[src/rtl/psc_pkg.sv]
package psc_pkg;
    localparam int CODE_W = 7;
    localparam int DEC_FW = 3;
    localparam int BIN_FW = 4;

    typedef enum logic {
        ST_COUNT = 1'b0,
        ST_FIRE  = 1'b1
    } psc_state_e;

    typedef struct packed {
        logic [DEC_FW-1:0] dec;
        logic [BIN_FW-1:0] bin;
    } rate_sel_t;
endpackage

[src/rtl/psc_mod_counter.sv]
module psc_mod_counter #(
    parameter int MODULUS = 10
) (
    input  logic clk,
    input  logic rst,
    input  logic clr,
    input  logic en,
    output logic tick
);
    localparam int CW = (MODULUS > 2) ? $clog2(MODULUS) : 1;
    localparam logic [CW-1:0] LAST = CW'(MODULUS - 1);

    logic [CW-1:0] cnt;

    always_ff @(posedge clk) begin
        if (rst || clr) begin
            cnt <= '0;
        end else if (en) begin
            cnt <= (cnt == LAST) ? '0 : cnt + 1'b1;
        end
    end

    assign tick = en && (cnt == LAST);

    // the count never leaves its modulus
    a_r3_cnt_in_range: assert property (@(posedge clk) disable iff (rst)
        cnt <= LAST);
endmodule

[src/rtl/psc_code_decode.sv]
module psc_code_decode
    import psc_pkg::*;
#(
    parameter int NUM_DEC = 4,
    parameter int BIN_MAX = 4,
    parameter logic [CODE_W-1:0] FALLBACK_CODE = 7'd64
) (
    input  logic [CODE_W-1:0] code,
    output rate_sel_t         sel
);
    logic [DEC_FW-1:0] dec_f;
    logic [BIN_FW-1:0] bin_f;
    logic              ok;

    always_comb begin
        dec_f = code[CODE_W-1 -: DEC_FW];
        bin_f = code[BIN_FW-1:0];
        ok    = (32'(dec_f) <= NUM_DEC) && (32'(bin_f) <= BIN_MAX);
        if (ok) begin
            sel.dec = dec_f;
            sel.bin = bin_f;
        end else begin
            sel.dec = FALLBACK_CODE[CODE_W-1 -: DEC_FW];
            sel.bin = FALLBACK_CODE[BIN_FW-1:0];
        end
    end
endmodule

[src/rtl/psc_sample_rate_gen.sv]
module psc_sample_rate_gen
    import psc_pkg::*;
#(
    parameter int BASE_DIV = 10,
    parameter int DECADE_RATIO = 10,
    parameter int NUM_DEC = 4,
    parameter int BIN_MAX = 4,
    parameter logic [6:0] FALLBACK_CODE = 7'd64
) (
    input  logic       clk,
    input  logic       rst,
    input  logic       wr_en,
    input  logic [6:0] wr_code,
    output logic       sample_en
);
    localparam int BW = (BIN_MAX > 0) ? BIN_MAX : 1;
    localparam rate_sel_t FB_SEL = '{dec: FALLBACK_CODE[6:4], bin: FALLBACK_CODE[3:0]};

    psc_state_e        state, state_nx;
    logic [CODE_W-1:0] pend_code;
    rate_sel_t         pend_sel, act_sel;
    logic [NUM_DEC:0]  ticks;
    logic              sel_tick, terminal;
    logic [BW-1:0]     bcnt, bin_last;

    always_ff @(posedge clk) begin
        if (rst) begin
            pend_code <= FALLBACK_CODE;
        end else if (wr_en) begin
            pend_code <= wr_code;
        end
    end

    psc_code_decode #(
        .NUM_DEC(NUM_DEC), .BIN_MAX(BIN_MAX), .FALLBACK_CODE(FALLBACK_CODE)
    ) u_decode (
        .code(pend_code),
        .sel (pend_sel)
    );

    always_ff @(posedge clk) begin
        if (rst) begin
            act_sel <= FB_SEL;
        end else if (terminal) begin
            act_sel <= pend_sel;
        end
    end

    psc_mod_counter #(.MODULUS(BASE_DIV)) u_base (
        .clk(clk), .rst(rst), .clr(terminal), .en(1'b1), .tick(ticks[0])
    );

    for (genvar gi = 1; gi <= NUM_DEC; gi++) begin : g_decade
        psc_mod_counter #(.MODULUS(DECADE_RATIO)) u_dec (
            .clk(clk), .rst(rst), .clr(terminal), .en(ticks[gi-1]), .tick(ticks[gi])
        );
    end

    always_comb begin
        sel_tick = 1'b0;
        for (int i = 0; i <= NUM_DEC; i++) begin
            if (act_sel.dec == DEC_FW'(i)) sel_tick = ticks[i];
        end
        bin_last = BW'((32'd1 << act_sel.bin) - 32'd1);
        terminal = sel_tick && (bcnt == bin_last);
    end

    always_ff @(posedge clk) begin
        if (rst || terminal) begin
            bcnt <= '0;
        end else if (sel_tick) begin
            bcnt <= bcnt + 1'b1;
        end
    end

    // state register
    always_ff @(posedge clk) begin
        if (rst) begin
            state <= ST_COUNT;
        end else begin
            state <= state_nx;
        end
    end

    always_comb begin
        state_nx = state;
        unique case (state)
            ST_COUNT: if (terminal) state_nx = ST_FIRE;
            ST_FIRE:  state_nx = terminal ? ST_FIRE : ST_COUNT;
            default:  state_nx = ST_COUNT;
        endcase
    end

    // outputs
    always_comb begin
        sample_en = (state == ST_FIRE);
    end

    // one-cycle strobe
    a_r2_single_pulse: assert property (@(posedge clk) disable iff (rst)
        sample_en |=> !sample_en);
    // pulse exactly one cycle after terminal count
    a_r3_fire_after_terminal: assert property (@(posedge clk) disable iff (rst)
        terminal |=> sample_en);
    a_r3_no_spurious_pulse: assert property (@(posedge clk) disable iff (rst)
        !terminal |=> !sample_en);
    a_r3_bin_restart: assert property (@(posedge clk) disable iff (rst)
        terminal |=> (bcnt == '0));
    // active selection always within the supported range
    a_r6_sel_in_range: assert property (@(posedge clk) disable iff (rst)
        (32'(act_sel.dec) <= NUM_DEC) && (32'(act_sel.bin) <= BIN_MAX));
    // active selection changes only at terminal count
    a_r7_sel_held: assert property (@(posedge clk) disable iff (rst)
        !terminal |=> $stable(act_sel));
endmodule

[config.mk]
export PLATFORM = sky130hd
export DESIGN_NAME = psc_sample_rate_gen
export DESIGN_NICKNAME = d
export VERILOG_FILES = /design/src/rtl/psc_pkg.sv /design/src/rtl/psc_mod_counter.sv /design/src/rtl/psc_code_decode.sv /design/src/rtl/psc_sample_rate_gen.sv
export SDC_FILE = /design/constraint.sdc
export NUM_CORES = 1
export LEC_CHECK = 0
export ABC_AREA = 0
export BUFFER_PORTS_ARGS = -buffer_cell sky130_fd_sc_hd__buf_2
export CAP_MARGIN = 20
export CELL_PAD_IN_SITES_DETAIL_PLACEMENT = 1
export CELL_PAD_IN_SITES_GLOBAL_PLACEMENT = 1
export CORE_MARGIN = 1.5
export CORE_UTILIZATION = 42
export DETAILED_ROUTE_END_ITERATION = 10
export GPL_TIMING_DRIVEN = 0
export HOLD_SLACK_MARGIN = 0.02
export PLACE_DENSITY = 0.79
export REMOVE_ABC_BUFFERS = 1
export SYNTH_ARGS = -nofsm -noshare
export SYNTH_HDL_FRONTEND = slang
export SYNTH_SLANG_ARGS = --single-unit
[constraint.sdc]
create_clock -name clk -period 2.3 [get_ports clk]
set_input_delay 0 -clock clk [delete_from_list [all_inputs] [get_ports clk]]
set_output_delay 0 -clock clk [all_outputs]
set_load 0.02 [all_outputs]
# Word-level counts from Yosys, hierarchy flattened
# Cells that the tools add are included.
# Widths: inputs -> output; s select.
dict set report op_classes {
  shifts 1
  n_addsub 7
  n_reduce_logical 9
  n_lt_le_gt_ge 2
  mux 11
  eq_ne 10
}
# op n
set op_table {}
lappend op_table {{$add 4x1->4 const B} 6}
lappend op_table {{$eq 4x4->1 const B} 5}
lappend op_table {{$mux 4} 4}
lappend op_table {{$mux 7} 1}
lappend op_table {{$eq 3x2->1 const B} 2}
lappend op_table {{$logic_and 1x1->1} 6}
lappend op_table {{$mux 1} 6}
lappend op_table {{$eq 4x4->1} 1}
lappend op_table {{$le 4x3->1 const B} 1}
lappend op_table {{$shl 1x4->4 const A} 1}
lappend op_table {{$sub 4x1->4 const B} 1}
lappend op_table {{$eq 3x1->1 const B} 1}
lappend op_table {{$eq 3x3->1 const B} 1}
lappend op_table {{$le 3x3->1 const B} 1}
lappend op_table {{$logic_not 3->1} 1}
lappend op_table {{$reduce_or 2->1} 1}
lappend op_table {{$logic_or 1x1->1} 1}
dict set report totals {
  output_inout_bits 1
  register_bits 39
  elab_cells 50
}

# Longest topological paths before layout
dict set report depth {
  ltp_word 9
  ltp_mapped 10
  ltp_nobuf 8
}

# Cells and area by module
# A second synthesis with hierarchy kept.
dict set report hier_totals {
  cells_unflattened 204
  area_unflattened_um2 1960.6
}
# module n_inst area_each_um2 cells_per_inst seq_area_each_um2
set by_module_without_submodules {}
lappend by_module_without_submodules {psc_mod_counter 5 192.7 20 80.1}
lappend by_module_without_submodules {psc_sample_rate_gen 1 919.6 91 380.4}
lappend by_module_without_submodules {psc_code_decode 1 77.6 13 0.0}

# Worst setup path after synthesis
# No wires, ideal clock.
dict set report synth_timing {
  path_kind {reg-to-reg}
  start {reg act_sel[0] in the netlist's numbering}
  end {reg g_decade[3].u_dec.cnt[3]}
  stages_incl_launch_ff 9
  required_ns 2.214
  setup_slack_ns -0.197
  arrival_time_ns 2.411
  setup_time_ns 0.086
  cell_sequence {dfxtp_1 -> or4_1 -> ha_1 -> xor2_1 -> mux2_2 -> a22oi_1 -> a21oi_4 -> buf_8 -> a211oi_1}
}
dict set report synth_via {
  elab_chain_cells 5
}
# item line
set synth_rtl {}
lappend synth_rtl {{start, declared} psc_sample_rate_gen.sv:21} ;# rate_sel_t pend_sel, act_sel;
lappend synth_rtl {{start signal, assigned} psc_sample_rate_gen.sv:45} ;# act_sel <= pend_sel;
lappend synth_rtl {{$shl 1x4->4} psc_sample_rate_gen.sv:64} ;# bin_last = BW'((32'd1 << act_sel.bin) - 32'd1);
lappend synth_rtl {{$sub 4x1->4} psc_sample_rate_gen.sv:64}
lappend synth_rtl {{$eq 4x4->1} psc_sample_rate_gen.sv:65} ;# terminal = sel_tick && (bcnt == bin_last);
lappend synth_rtl {{$logic_and 1x1->1} psc_sample_rate_gen.sv:65}
lappend synth_rtl {{$logic_or 1x1->1} psc_mod_counter.sv:16} ;# if (rst || clr) begin
lappend synth_rtl {{end signal, assigned} psc_mod_counter.sv:19} ;# cnt <= (cnt == LAST) ? '0 : cnt + 1'b1;
lappend synth_rtl {{end, declared} psc_mod_counter.sv:13} ;# logic [CW-1:0] cnt;
# No other way between the ends.
# A chain may end at the register's enable or synchronous reset.

# Final worst setup path
dict set report layout_timing {
  start {reg act_sel[1] in the netlist's numbering}
  end {reg state (netlist: sample_en)}
}
dict set report layout_via {
  elab_chain_cells 5
}
# item line
set layout_rtl {}
lappend layout_rtl {{$shl 1x4->4} psc_sample_rate_gen.sv:64}
lappend layout_rtl {{$sub 4x1->4} psc_sample_rate_gen.sv:64}
lappend layout_rtl {{$eq 4x4->1} psc_sample_rate_gen.sv:65}
lappend layout_rtl {{$logic_and 1x1->1} psc_sample_rate_gen.sv:65}
lappend layout_rtl {{$mux 1} {psc_sample_rate_gen.sv:88, psc_sample_rate_gen.sv:89}}
lappend layout_rtl {{end signal, assigned} psc_sample_rate_gen.sv:81} ;# state <= state_nx;
lappend layout_rtl {{end, declared} psc_sample_rate_gen.sv:19} ;# psc_state_e state, state_nx;
# No other way between the ends.

==> metrics.csv <==
metric;value;unit
root buf cell;clkbuf_8;
status;finished with violations;
share of layout cells above drive strength 1;0.223;
CTS sink count;39;
synth cell count leaders;dfxtp_1, nor3_1, mux2i_1, nand2_1, o21ai_0;
Critical Path AT;2.57;ns
minimum clock period;2.40;ns
final instance area;2470;µm²
via/cell ratio;5.74;
DRT Pass-1 Iters;4;
Final Setup Violations;13;
failing checks;setup timing;
height of the die;71.9;µm
hold crit path type;input port to flop;
largest buffer count on any clock path;2;
synth unique cells;42;
Synth Register Bits;39;
Starting Density;0.448;
Min-Delay Endpoint;pend_code[6]$_SDFFE_PP1P_;
CP max stage delay;0.55;ns
Port-buffer cells;10;
Total Die Area;5160;µm²
CP top delay family;simple AND/OR/NAND/NOR gates;
CP bufs+invs;3;
Routed WL;5000;µm
Via Count;1716;
first-pass GRT wire length;8310;µm
FMAX;0.417;GHz
Crit path depth;10;
CTS clock-pin slew for the worst setup and hold paths;0.08;ns
smallest setup slack after layout;-0.0982;ns
Post-synth top flop;dfxtp_1;
Worst Path Max Fanout;7;
Final nets;260;
Chip Width;71.9;µm
EDFF count, synth;0;
Worst Path Required;2.47;ns
Mapped Area;1990;µm²
# Max-Cap Violations;0;
Clock Skews;0.00894;ns
register area share after synthesis;0.392;
crit path kind;flop to flop;
hold path start;wr_en;
worst slew pin tran;0.811;ns
Area after DPL;2040;µm²
H-tree depth;2;
final core utilization;0.555;
Hold Path Cell Cnt;2;
io pins;11;
endpoint class of the critical path;flop;
Area Overhead vs Synth;23.8;%
largest net degree at the start of global routing;44;
Yosys Warn Count;0;
vias in the first global route;1701;
Pwr per Cell Area;525;nW/µm²
P_leak;0.000905;µW
core footprint;4440;µm²
Tcrit/Tclk final;1.04;
Setup TNS Final;-0.708;ns
CTS tree;built;
Synth area leaders;dfxtp_1, mux2i_1, nor3_1;
GPL Wtd Cong;0.754;
Setup crit start kind;flop;
post-DP HPWL;2740;µm
drc violations;0;
syn_area_per_cell;9.14;µm²
Clk Latency, worst-skew pair;0.31;ns
most used cell, CP;buf_6;
path depth of the worst reg2reg path;10;
unrepaired setup endpoints after global routing;true;
Rows;24;
number of antenna cells inserted;0;
VDD IR-drop max;465;µV
fraction of registers with async set/reset;0;
DRT iter0 DRCs;76;
worst rel slew slack;0.459;
r2r endpoint;sample_en$_SDFF_PP0_;
Yosys top cell by area;dfxtp_1;
CP max-delay cell;or4_4;
Critical Path, Cell by Cell;or4_4 -> ha_4 -> xor2_4 -> mux2_4 -> a22oi_2 -> buf_6 -> buf_6 -> a21oi_4 -> buf_12 -> nor2b_4;
post-route ant nets;0;
final hold violations;0;
Post-Syn Instances;218;
total CTS buffers;5;
initial antenna violation count;0;
grt total ovfl;0;
top-count cell post-synth;dfxtp_1;
flop2flop setup slack;-0.1;ns
GRT Util Overall;0.207;
Max Slew Vio Count;0;
Reg-to-Reg Start;act_sel[1]$_SDFFE_PP0P_;
WL/cell;16.7;µm
pre-CTS WS;-0.638;ns
top cell type's share of synthesized area;0.392;
-- cell families after synthesis --
logic type | share of synthesized area
AND/OR/NAND/NOR | 0.281
flip-flops | 0.392
AO/OA/AOI/OAI | 0.117
buffers and inverters | 0.0509
multiplexers | 0.0810
XOR/XNOR | 0.0528
adder cells (fa/ha/maj) | 0.0251
-- flip-flops by register name (all words and copies together), names as in the netlist --
name                count
sample_en               1
u_base.cnt              4
bcnt                    4
pend_code               7
g_decade.u_dec.cnt     16
act_sel                 7
-- power by group --
part	total (µW)	leakage [µW]	internal [µW]	switching [µW]
clock	532	0.0000505	273	259
combinational	64.4	0.000537	31.1	33.2
sequential	698	0.000318	687	11.2
total	1290	0.000905	991	304
-- worst reg2reg max path, cell delays in order (launching register included) --
cell and delay [ns]:
dfxtp_2 0.32, or4_4 0.55, ha_4 0.19, xor2_4 0.15
mux2_4 0.32, a22oi_2 0.15, buf_6 0.16, buf_6 0.11
a21oi_4 0.03, buf_12 0.15, nor2b_4 0.12
-- stage by stage --
step	power [µW]	hold WS, ns	std cells
after floorplan	738	0.0691	208
after global placement	763	0.203	270
after detailed placement	767	0.206	270
after CTS	1310	0.0690	296
after global routing	1340	0.104	299
final	1290	0.0753	299
-- repair_timing --
item                                    4_1_cts  5_1_grt
pin swaps                                     5        5
resized for setup                            18       10
hold buffers                                  7        0
setup buffers                                 9        4
hold endpoints to repair                      7        0
endpoints found under the setup margin       32       32
cloned                                        2        0
-- cells in the final DEF, fill, tap and decap left out, types with 2 or more instances in the layout --
master and count:
or3_1 4, nand4bb_1 2, a21oi_1 5, o32ai_1 2, nand4_1 2, xnor2_1 4, nor3_1 16, dfxtp_2 3
o21ai_0 12, nand2_1 15, nor2b_1 5, nand3_1 8, nor2_1 11, buf_2 10, nor4_1 5, nor3b_1 2
buf_6 3, o211ai_1 2, dfxtp_1 36, nor4b_1 3, inv_1 8, a211oi_1 2, xor2_1 6, buf_4 8
ha_1 3, dlygate4sd3_1 7, a21oi_4 4, a22oi_1 4, nand2b_1 7, mux2i_1 15, clkbuf_8 7, nor3_2 2
-- worst max-delay path by stage --
stage,from,end,slack (ns)
floorplan,act_sel[0]$_SDFFE_PP0P_,u_base.cnt[2]$_SDFF_PP0_,-0.19
global placement,act_sel[0]$_SDFFE_PP0P_,act_sel[5]$_SDFFE_PP0P_,-0.52
detailed placement,act_sel[0]$_SDFFE_PP0P_,act_sel[1]$_SDFFE_PP0P_,-0.64
CTS,act_sel[1]$_SDFFE_PP0P_,sample_en$_SDFF_PP0_,-0.10
global route,act_sel[1]$_SDFFE_PP0P_,act_sel[6]$_SDFFE_PP1P_,-0.16
finish,act_sel[1]$_SDFFE_PP0P_,sample_en$_SDFF_PP0_,-0.1
-- area by class of cell --
cell class	instances	area [µm²]
Clock buffer	7	96.3
Timing Repair Buffer	29	234
Sequential cell	39	785
Fill cell	511	1980
Clock inverter	1	7.51
Tap cell	52	65.1
Multi-Input combinational cell	163	1250
Inverter	8	30.0
-- routing by layer --
layer	global-route usage	wire length (µm)
met1	0.250	2260
met2	0.354	2520
met5	0	0
met4	0.0713	100
met3	0.0563	116
No activity file was read; power rests on OpenSTA's default activity.
